$ cat config.mk
export PLATFORM = sky130hd
export DESIGN_NAME = tuner_i2c_regs
export DESIGN_NICKNAME = d
export VERILOG_FILES = /design/src/rtl/tuner_i2c_pkg.sv /design/src/rtl/i2c_line_cond.sv /design/src/rtl/i2c_slave_core.sv /design/src/rtl/tuner_reg_file.sv /design/src/rtl/tuner_i2c_regs.sv
export SDC_FILE = /design/constraint.sdc
export NUM_CORES = 1
export LEC_CHECK = 0
export CAP_MARGIN = 20
export CORE_MARGIN = 10
export CORE_UTILIZATION = 45
export CTS_CLUSTER_DIAMETER = 150
export DETAILED_ROUTE_END_ITERATION = 8
export DONT_BUFFER_PORTS = 1
export GPL_TIMING_DRIVEN = 0
export SYNTH_ARGS = -nofsm -noshare
export SYNTH_HDL_FRONTEND = slang
export SYNTH_SLANG_ARGS = --single-unit
$ cat constraint.sdc
create_clock -name clk -period 3.5 [get_ports clk]
set_input_delay 0.175 -clock clk [delete_from_list [all_inputs] [get_ports clk]]
set_output_delay 0.175 -clock clk [all_outputs]
set_load 0.01 [all_outputs]
$ cat src/rtl/tuner_i2c_pkg.sv
package tuner_i2c_pkg;
  localparam logic [4:0] DEV_ID       = 5'b11000;
  localparam int         DIV_W        = 15;
  localparam int         CTRL_W       = 7;
  localparam int         PORT_W       = 5;
  localparam int         AUX_W        = 4;
  localparam logic [CTRL_W-1:0] CTRL_DEFAULT = 7'b0000011;

  typedef enum logic [2:0] {
    ST_IDLE, ST_ADDR, ST_AACK, ST_WRITE, ST_WACK, ST_READ, ST_RACK
  } slv_state_t;

  typedef enum logic [1:0] {
    GP_HEAD, GP_DIV_LO, GP_PORT
  } grp_phase_t;
endpackage

$ cat src/rtl/i2c_line_cond.sv
module i2c_line_cond #(
  parameter int SYNC_STAGES = 2,
  parameter int AUX_W       = 4
) (
  input  logic             clk,
  input  logic             rst,
  input  logic             scl_i,
  input  logic             sda_i,
  input  logic [AUX_W-1:0] aux_i,
  output logic             scl_s,
  output logic             sda_s,
  output logic             scl_rise,
  output logic             scl_fall,
  output logic             bus_start,
  output logic             bus_stop,
  output logic [AUX_W-1:0] aux_s
);
  logic [SYNC_STAGES-1:0] scl_chain, sda_chain;
  logic [AUX_W-1:0]       aux_chain [SYNC_STAGES];
  logic                   scl_q, sda_q;

  always_ff @(posedge clk) begin
    if (rst) begin
      scl_chain <= '1;
      sda_chain <= '1;
      scl_q     <= 1'b1;
      sda_q     <= 1'b1;
    end else begin
      scl_chain <= {scl_chain[SYNC_STAGES-2:0], scl_i};
      sda_chain <= {sda_chain[SYNC_STAGES-2:0], sda_i};
      scl_q     <= scl_chain[SYNC_STAGES-1];
      sda_q     <= sda_chain[SYNC_STAGES-1];
    end
  end

  for (genvar g = 0; g < SYNC_STAGES; g++) begin : g_aux
    if (g == 0) begin : g_first
      always_ff @(posedge clk) begin
        if (rst) aux_chain[g] <= '0;
        else     aux_chain[g] <= aux_i;
      end
    end else begin : g_next
      always_ff @(posedge clk) begin
        if (rst) aux_chain[g] <= '0;
        else     aux_chain[g] <= aux_chain[g-1];
      end
    end
  end

  assign scl_s     = scl_chain[SYNC_STAGES-1];
  assign sda_s     = sda_chain[SYNC_STAGES-1];
  assign aux_s     = aux_chain[SYNC_STAGES-1];
  assign scl_rise  = scl_s & ~scl_q;
  assign scl_fall  = ~scl_s & scl_q;
  // conditions: data edge while clock held high on both samples
  assign bus_start = scl_s & scl_q & sda_q & ~sda_s;
  assign bus_stop  = scl_s & scl_q & ~sda_q & sda_s;
endmodule

$ cat src/rtl/i2c_slave_core.sv
module i2c_slave_core
  import tuner_i2c_pkg::*;
(
  input  logic       clk,
  input  logic       rst,
  input  logic       sda_s,
  input  logic       scl_rise,
  input  logic       scl_fall,
  input  logic       bus_start,
  input  logic       bus_stop,
  input  logic [1:0] addr_sel,
  input  logic [7:0] status_byte,
  output logic       sda_oe,
  output logic       wr_stb,
  output logic [7:0] wr_data,
  output logic       rd_done
);
  slv_state_t state;
  logic [3:0] cnt;
  logic [7:0] shreg;
  logic       rw;
  logic       nack;

  always_ff @(posedge clk) begin
    if (rst) begin
      state   <= ST_IDLE;
      cnt     <= '0;
      shreg   <= '0;
      rw      <= 1'b0;
      nack    <= 1'b1;
      sda_oe  <= 1'b0;
      wr_stb  <= 1'b0;
      wr_data <= '0;
      rd_done <= 1'b0;
    end else begin
      wr_stb  <= 1'b0;
      rd_done <= 1'b0;
      if (bus_start) begin
        state  <= ST_ADDR;
        cnt    <= '0;
        sda_oe <= 1'b0;
      end else if (bus_stop) begin
        state  <= ST_IDLE;
        sda_oe <= 1'b0;
      end else begin
        case (state)
          ST_ADDR, ST_WRITE: begin
            if (scl_rise && cnt < 4'd8) begin
              shreg <= {shreg[6:0], sda_s};
              cnt   <= cnt + 4'd1;
            end else if (scl_fall && cnt == 4'd8) begin
              if (state == ST_ADDR) begin
                if (shreg[7:1] == {DEV_ID, addr_sel}) begin
                  sda_oe <= 1'b1;
                  rw     <= shreg[0];
                  state  <= ST_AACK;
                end else begin
                  state <= ST_IDLE;
                end
              end else begin
                sda_oe  <= 1'b1;
                wr_stb  <= 1'b1;
                wr_data <= shreg;
                state   <= ST_WACK;
              end
            end
          end
          ST_AACK: begin
            if (scl_fall) begin
              cnt <= '0;
              if (rw) begin
                shreg  <= status_byte;
                sda_oe <= ~status_byte[7];
                state  <= ST_READ;
              end else begin
                sda_oe <= 1'b0;
                state  <= ST_WRITE;
              end
            end
          end
          ST_WACK: begin
            if (scl_fall) begin
              sda_oe <= 1'b0;
              cnt    <= '0;
              state  <= ST_WRITE;
            end
          end
          ST_READ: begin
            if (scl_fall) begin
              if (cnt == 4'd7) begin
                sda_oe  <= 1'b0;
                rd_done <= 1'b1;
                state   <= ST_RACK;
              end else begin
                shreg  <= {shreg[6:0], 1'b0};
                sda_oe <= ~shreg[6];
                cnt    <= cnt + 4'd1;
              end
            end
          end
          ST_RACK: begin
            if (scl_rise) begin
              nack <= sda_s;
            end else if (scl_fall) begin
              if (nack) begin
                state <= ST_IDLE;
              end else begin
                shreg  <= status_byte;
                sda_oe <= ~status_byte[7];
                cnt    <= '0;
                state  <= ST_READ;
              end
            end
          end
          default: state <= ST_IDLE;
        endcase
      end
    end
  end

  // an idle slave never pulls the line
  a_r1_idle_silent: assert property (@(posedge clk) disable iff (rst)
    (state == ST_IDLE) |-> !sda_oe);
  // line released during the master's acknowledge slot
  a_r10_rack_released: assert property (@(posedge clk) disable iff (rst)
    (state == ST_RACK) |-> !sda_oe);
  // a stop always leaves the line released
  a_r6_stop_release: assert property (@(posedge clk) disable iff (rst)
    $past(bus_stop) |-> !sda_oe);
endmodule

$ cat src/rtl/tuner_reg_file.sv
module tuner_reg_file
  import tuner_i2c_pkg::*;
(
  input  logic              clk,
  input  logic              rst,
  input  logic              grp_clear,
  input  logic              wr_stb,
  input  logic [7:0]        wr_data,
  input  logic              rd_done,
  output logic [DIV_W-1:0]  div_word,
  output logic [CTRL_W-1:0] ctrl_reg,
  output logic [PORT_W-1:0] port_reg,
  output logic              por_flag
);
  grp_phase_t phase;
  logic [6:0] div_hi;

  always_ff @(posedge clk) begin
    if (rst) begin
      phase    <= GP_HEAD;
      div_hi   <= '0;
      div_word <= '0;
      ctrl_reg <= CTRL_DEFAULT;
      port_reg <= '0;
      por_flag <= 1'b1;
    end else begin
      if (rd_done) por_flag <= 1'b0;
      if (grp_clear) begin
        phase <= GP_HEAD;
      end else if (wr_stb) begin
        case (phase)
          GP_HEAD: begin
            if (wr_data[7]) begin
              ctrl_reg <= wr_data[6:0];
              phase    <= GP_PORT;
            end else begin
              div_hi <= wr_data[6:0];
              phase  <= GP_DIV_LO;
            end
          end
          GP_DIV_LO: begin
            div_word <= {div_hi, wr_data};
            phase    <= GP_HEAD;
          end
          GP_PORT: begin
            port_reg <= {wr_data[7:4], wr_data[0]};
            phase    <= GP_HEAD;
          end
          default: phase <= GP_HEAD;
        endcase
      end
    end
  end

  // divider only moves right after a completed write byte
  a_r3_div_needs_write: assert property (@(posedge clk) disable iff (rst)
    !$past(wr_stb) |-> $stable(div_word));
  // control field only moves right after a completed write byte
  a_r4_ctrl_needs_write: assert property (@(posedge clk) disable iff (rst)
    !$past(wr_stb) |-> $stable(ctrl_reg));
  // once cleared the power-up flag stays clear
  a_r8_por_stays_low: assert property (@(posedge clk) disable iff (rst)
    !por_flag |=> !por_flag);
  // clearing is caused only by a sent status byte
  a_r8_por_clear_cause: assert property (@(posedge clk) disable iff (rst)
    $fell(por_flag) |-> $past(rd_done));
endmodule

$ cat src/rtl/tuner_i2c_regs.sv
module tuner_i2c_regs
  import tuner_i2c_pkg::*;
#(
  parameter int SYNC_STAGES = 2
) (
  input  logic              clk,
  input  logic              rst,
  input  logic              scl_i,
  input  logic              sda_i,
  output logic              sda_oe,
  input  logic [1:0]        addr_sel,
  input  logic              lock_i,
  input  logic [2:0]        cmp_i,
  output logic [DIV_W-1:0]  div_word,
  output logic [CTRL_W-1:0] ctrl_reg,
  output logic [PORT_W-1:0] port_reg
);
  logic             scl_s, sda_s, scl_rise, scl_fall, bus_start, bus_stop;
  logic [AUX_W-1:0] aux_s;
  logic             wr_stb, rd_done, por_flag;
  logic [7:0]       wr_data, status_byte;

  i2c_line_cond #(.SYNC_STAGES(SYNC_STAGES), .AUX_W(AUX_W)) u_cond (
    .clk(clk), .rst(rst), .scl_i(scl_i), .sda_i(sda_i),
    .aux_i({lock_i, cmp_i}),
    .scl_s(scl_s), .sda_s(sda_s), .scl_rise(scl_rise), .scl_fall(scl_fall),
    .bus_start(bus_start), .bus_stop(bus_stop), .aux_s(aux_s)
  );

  assign status_byte = {por_flag, aux_s, 3'b111};

  i2c_slave_core u_core (
    .clk(clk), .rst(rst), .sda_s(sda_s), .scl_rise(scl_rise),
    .scl_fall(scl_fall), .bus_start(bus_start), .bus_stop(bus_stop),
    .addr_sel(addr_sel), .status_byte(status_byte), .sda_oe(sda_oe),
    .wr_stb(wr_stb), .wr_data(wr_data), .rd_done(rd_done)
  );

  tuner_reg_file u_regs (
    .clk(clk), .rst(rst), .grp_clear(bus_start | bus_stop),
    .wr_stb(wr_stb), .wr_data(wr_data), .rd_done(rd_done),
    .div_word(div_word), .ctrl_reg(ctrl_reg), .port_reg(port_reg),
    .por_flag(por_flag)
  );

  // the pull-down never toggles while the sampled clock is high
  a_r12_quiet_scl_high: assert property (@(posedge clk) disable iff (rst)
    (scl_s && $past(scl_s)) |-> $stable(sda_oe));
endmodule

# Word-level counts from Yosys, hierarchy flattened
# Memory sizes are Yosys's and may differ from the RTL's.
# Cells that the tools add are included.
[classes] n_bitwise=26 muxes=54 n_eq_ne=33 add_sub_neg=1 order_cmp=1 reduce_logical=25
[op_table] op="two-way mux 8 bit" n=8
[op_table] op="two-way mux 4 bit" n=9
[op_table] op="two-way mux 3 bit" n=11
[op_table] op="case mux 8 bit (4 select lines)" n=1
[op_table] op="inequality test 4 x 3 -> 1 bit, second input constant" n=6
[op_table] op="two-way mux 1 bit" n=19
[op_table] op="inequality test 2 x 1 -> 1 bit, second input constant" n=9
[op_table] op="inverter 1 bit" n=16
[op_table] op="case mux 4 bit (4 select lines)" n=1
[op_table] op="AND reduction 8 bit" n=2
[op_table] op="case mux 3 bit (5 select lines)" n=1
[op_table] op="AND reduction 4 bit" n=3
[op_table] op="AND reduction 11 bit" n=1
[op_table] op="AND reduction 10 bit" n=1
[op_table] op="== test 3 bit, second input constant" n=3
[op_table] op="AND reduction 9 bit" n=1
[op_table] op="inequality test 2 bit, second input constant" n=4
[op_table] op="inequality test 4 bit, second input constant" n=2
[op_table] op="nonzero test 4 bit" n=2
[op_table] op="OR reduction 2 bit" n=4
[op_table] op="AND 1 bit" n=7
[op_table] op="== test 7 bit" n=1
[op_table] op="AND reduction 7 bit" n=1
[op_table] op="== test 3 x 2 -> 1 bit, second input constant" n=2
[op_table] op="other kinds (19)" n=25
[totals] output_inout_bits=28 n_memories=1 regBits=71 mem_bits_rw=8 input_bits=10
[mem_list] name="u_cond.aux_chain" depth=2 width=4 read_ports=2 rd_clocked_by_memory_dff=0 write_ports=2 line="i2c_line_cond.sv:19" rtl="logic [AUX_W-1:0] aux_chain [SYNC_STAGES];"

# Depth between registers and ports, before layout
[depth] word_depth=8 depth_mapped=8

# Hierarchy
# Synthesis repeated with hierarchy kept, for this count alone.
[hier_totals] hier_cells=389 area_unflattened_um2=3523.4
[modules_own_cells] mod="i2c_slave_core" seq_area_each_um2=560.5 area_each_um2=1619.1 cells_per_inst=199 n_inst=1
[modules_own_cells] mod="tuner_reg_file" seq_area_each_um2=740.7 area_each_um2=1477.7 cells_per_inst=155 n_inst=1
[modules_own_cells] mod="i2c_line_cond" seq_area_each_um2=280.3 area_each_um2=416.6 cells_per_inst=33 n_inst=1
[modules_own_cells] mod="tuner_i2c_regs" seq_area_each_um2=0.0 area_each_um2=10.0 cells_per_inst=2 n_inst=1

# Worst setup path before layout
# Ideal clock, no wire load.
[synth_path] path_kind="register to register" from="register u_core.cnt[0]" to="register u_core.cnt[3]" t_required_ps=3429 stages_incl_launch_ff=7 arrival_ps=1662 setup_time_ps=71 n_path_buf=0 setup_slack_ps=1768 cell_sequence="dfxtp_1 > ha_1 > nand3b_1 > o22ai_1 > nand3b_1 > or4_1 > a21oi_1"
[synth_via] elab_chain_len=4 elab_cells_between_ends=11 classes_between="add/sub: 1; order compare: 1; eq/ne: 3; mux: 4; reduce/logical: 2"
[synth_lines] element="from (decl)" line="i2c_slave_core.sv:19" rtl="logic [3:0] cnt;"
[synth_lines] element="from (signal assigned)" line="i2c_slave_core.sv:50" rtl="cnt <= cnt + 4'd1;"
[synth_lines] element="from (signal assigned)" line="i2c_slave_core.sv:97" rtl="cnt <= cnt + 4'd1;"
[synth_lines] element="adder 4 x 1 -> 4 bit / less-than comparator 4 bit (equally long branches)" line="i2c_slave_core.sv:50, i2c_slave_core.sv:97, i2c_slave_core.sv:48"
[synth_lines] element="two-way mux 4 bit / logical AND 1 bit (equally long branches)" line="i2c_slave_core.sv:90, i2c_slave_core.sv:48"
[synth_lines] element="two-way mux 4 bit / inequality test 2 x 1 -> 1 bit (equally long branches)"
[synth_lines] element="case mux 4 bit (4 select lines) / AND reduction 9 bit (equally long branches)"
# Several ways; a longest one is shown, not always the timed one. The select of a mux whose other input is x is not followed.
# A chain may end at the register's enable or synchronous reset.

# Final worst setup path
# Same ends and word-level chain as after synthesis.

==> results.py <==
metrics = {
    "cells_and_area": {
        "finalNonFillerCells": 461,
        "fillers": 664,
        "final_common_cell": "dfxtp_1",
        "regMostFlops": "u_regs.div_word",
        "multiInputGateArea_um2": 1560,
        "layout-drive-gt1-share": 0.122,
        "mostFrequentLayoutCells": "dfxtp_1, nor2_1, mux2i_1",
        "final_nets": 369,
        "syn2layout_area_growth_pct": 12.2,
        "largest_reg_flops": 15,
        "num_antenna_cells": 0,
        "ff_latch_area_um2": 1580,
    },
    "route": {
        "drtIter0Drc": 119,
        "post_drt_wl_per_cell_um": 15.6,
        "vias": 2404,
        "ant_nets": 0,
        "drc": 0,
        "drt-vias-per-instance": 5.21,
        "wl_mm": 7.20,
        "drt_pass1_iterations": 4,
    },
    "pwr": {
        "p_clk_frac": 0.401,
        "power_density_nw_per_um2": 504,
        "intPower_uw": 1400,
        "p_comb_frac": 0.095,
        "cellLeakagePower_uw": 0.00146,
        "switching_share": 0.248,
        "p_sw_uw": 460,
        "ir_worst_vdd_mv": 0.273,
        "seqPwrFrac": 0.504,
    },
    "clock_network": {
        "clockRootBuffer": "clkbuf_8",
        "cts.sinks": 79,
        "cts_tree": "yes",
        "clock_latency_ns": 0.35,
        "clockBufferDepth": 2,
        "htree_levels": 3,
        "clk_pin_slew_ns": 0.09,
        "ctsResizeCount": 0,
        "postCtsSetupRepairBufs": 0,
        "postCtsHoldBufs": 6,
        "cts-buffers-inserted": 9,
    },
    "setup_path": {
        "path_common_cell": "nand3b_1",
        "crit_arrival_ns": 2.27,
        "r2r_cells": 6,
        "max_stage_delay_ns": 0.51,
        "critical_path_peak_fanout": 6,
        "end_kind": "flip-flop",
        "timing.rr.start": "u_core.cnt[0]",
        "crit_required_ns": 3.79,
        "worstReg2RegEnd": "u_core.cnt[3]",
        "cp_slowest_cell": "or4_1",
        "cp-start-kind": "flip-flop",
        "rrSetupSlack_ns": 1.52,
        "path_cells": "ha_1 -> nand3b_1 -> o22ai_1 -> nand3b_1 -> or4_1 -> a21oi_1",
        "crit_type": "reg -> reg",
    },
    "timing": {
        "final.setup.tns_ns": 0,
        "worst_pin_slew_ns": 0.629,
        "min_period_ns": 1.98,
        "hold_violations": 0,
        "slew_headroom": 0.576,
        "finalMaxSlewViolations": 0,
        "fmax_mhz": 506,
        "setup_viol": 0,
        "fin_skew_ns": 0.0108,
        "fin_crit_sh": 0.565,
        "rsz0062_at_grt": "no",
    },
    "yosys": {
        "synth_top_area_frac": 0.481,
        "synth_seq_cells": 79,
        "ys_types": 56,
        "synth_top_cells_by_area": "dfxtp_1, mux2i_1, nor2_1",
        "syn_inst": 340,
        "synth_area_leader_cell": "dfxtp_1",
        "synth-edff-count": 0,
        "yosys_warnings": 0,
        "ys.flop_type": "dfxtp_1",
        "synth_fp_nets": 352,
        "synthArstFlopShare": 0,
        "synth_area_um2": 3290,
        "seq_area_frac_synth": 0.481,
        "syn_avg_cell_area_um2": 9.67,
    },
    "min_path": {
        "hp-start": "addr_sel[1]",
        "hp-class": "in -> reg",
        "worstHoldPathCells": 4,
        "min_to": "u_core.rw",
    },
    "global_route": {
        "first_global_vias": 2271,
        "grt_use_total": 0.133,
        "grt_max_degree": 15,
        "grt_pass1_wl_mm": 12.0,
        "gr-total-overflow": 0,
        "antenna_found_initial": 0,
    },
    "floorplan": {
        "die_w_um": 105,
        "rows": 31,
        "start_util": 0.458,
        "die-area_um2": 11100,
        "ios": 38,
        "core_um2": 7180,
        "chipHeight_um": 105,
    },
    "run": {
        "drv_cap": 0,
    },
    "placement": {
        "io_buffers": 0,
        "gp_congestion": 0.888,
        "dp_cells": 439,
        "dp_hpwl_mm": 5.20,
    },
    "status": {
        "outcome": "finished, final reports clean",
    },
}
==> stage by stage <==
| stage | setup slack [ns] | cell area (um^2) | utilization | total power, uW | hold slack (ns) |
|---|---|---|---|---|---|
| after CTS | 1.53 | 3690 | 0.515 | 1880 | 0.234 |
| final | 1.52 | 3690 | 0.515 | 1860 | 0.250 |
| after global routing | 1.42 | 3690 | 0.515 | 1940 | 0.309 |
| after detailed placement | 1.56 | 3410 | 0.476 | 1130 | 0.281 |
| after global placement | 1.57 | 3410 | 0.476 | 1130 | 0.281 |
| after floorplan | 1.77 | 3290 | - | 1090 | 0.279 |
==> synth_stat cells (2+ instances only) <==
cell type and n:
a211o_1 2, a211oi_1 5, a21o_1 2, a21oi_1 17, a31o_2 2, buf_2 3, buf_4 2, buf_6 3
clkbuf_1 9, dfxtp_1 79, ha_1 2, inv_1 11, mux2i_1 44, nand2_1 13, nand2b_1 3, nand2b_4 2
nand3_1 4, nand3b_1 4, nand4_1 2, nor2_1 56, nor2b_1 11, nor3b_1 2, nor4_1 2, o211a_1 2
o211ai_1 2, o21ai_0 13, o21ai_2 2, o22ai_1 6, or2_2 6, xnor2_1 3
==> power by group through the flow <==
stage / sequential [uW] / clock [uW] / combinational [uW]
after detailed placement: 959 / 0 / 169
after CTS: 938 / 771 / 175
final: 937 / 746 / 176
after global routing: 941 / 801 / 194
after floorplan: 953 / 0 / 136
after global placement: 958 / 0 / 168
==> layer usage <==
| metal | vias up | wire length, um | global-route usage | part of all wire |
|---|---|---|---|---|
| met4 | 0 | 129 | 0.0571 | 0.018 |
| met3 | 13 | 534 | 0.0518 | 0.074 |
| met2 | 68 | 3060 | 0.193 | 0.42 |
| met1 | 1105 | 3480 | 0.173 | 0.48 |
| li1 | 1218 | - | - | - |
| met5 | - | 0 | 0 | 0 |
==> logic make-up (layout without fill, tap and decap cells) <==
logic type / after synthesis / in the layout / synth area share
muxes: 44 / 44 / 0.134
adders and majority gates: 2 / 2 / 0.00761
AOI/OAI and AO/OA: 64 / 64 / 0.136
buffers and inverters: 30 / 52 / 0.0445
xor gates and xnor gates: 4 / 4 / 0.0129
DFF: 79 / 79 / 0.481
and+or+nand+nor: 117 / 117 / 0.184
==> worst max-delay path: cells and delay by family, from the launching register on <==
family	cells	cell delay, ns
simple gates	3	1.03
flops	1	0.35
compound gates	2	0.32
fa+ha+maj	1	0.23
==> cell type report <==
type | instances | area share
well taps | 99 | 0.0335
plain buffers | 18 | 0.0274
flip-flops and latches | 79 | 0.428
clock buffers | 10 | 0.0346
clock inverters | 6 | 0.0247
multi-input cells | 231 | 0.423
inverters | 12 | 0.0122
repair buffers | 6 | 0.0163
==> how the worst max path moves through the flow <==
stage,depth (start not counted),to,start,slack (ns)
after floorplan,6,u_core.cnt[3],u_core.cnt[0],1.77
after global placement,6,u_core.cnt[3],u_core.cnt[0],1.57
after detailed placement,6,u_core.cnt[3],u_core.cnt[0],1.56
after CTS,6,u_core.cnt[3],u_core.cnt[0],1.53
after global routing,7,u_core.shreg[3],u_core.cnt[0],1.42
final,6,u_core.cnt[3],u_core.cnt[0],1.52
Power figures use the tool's default switching activity.
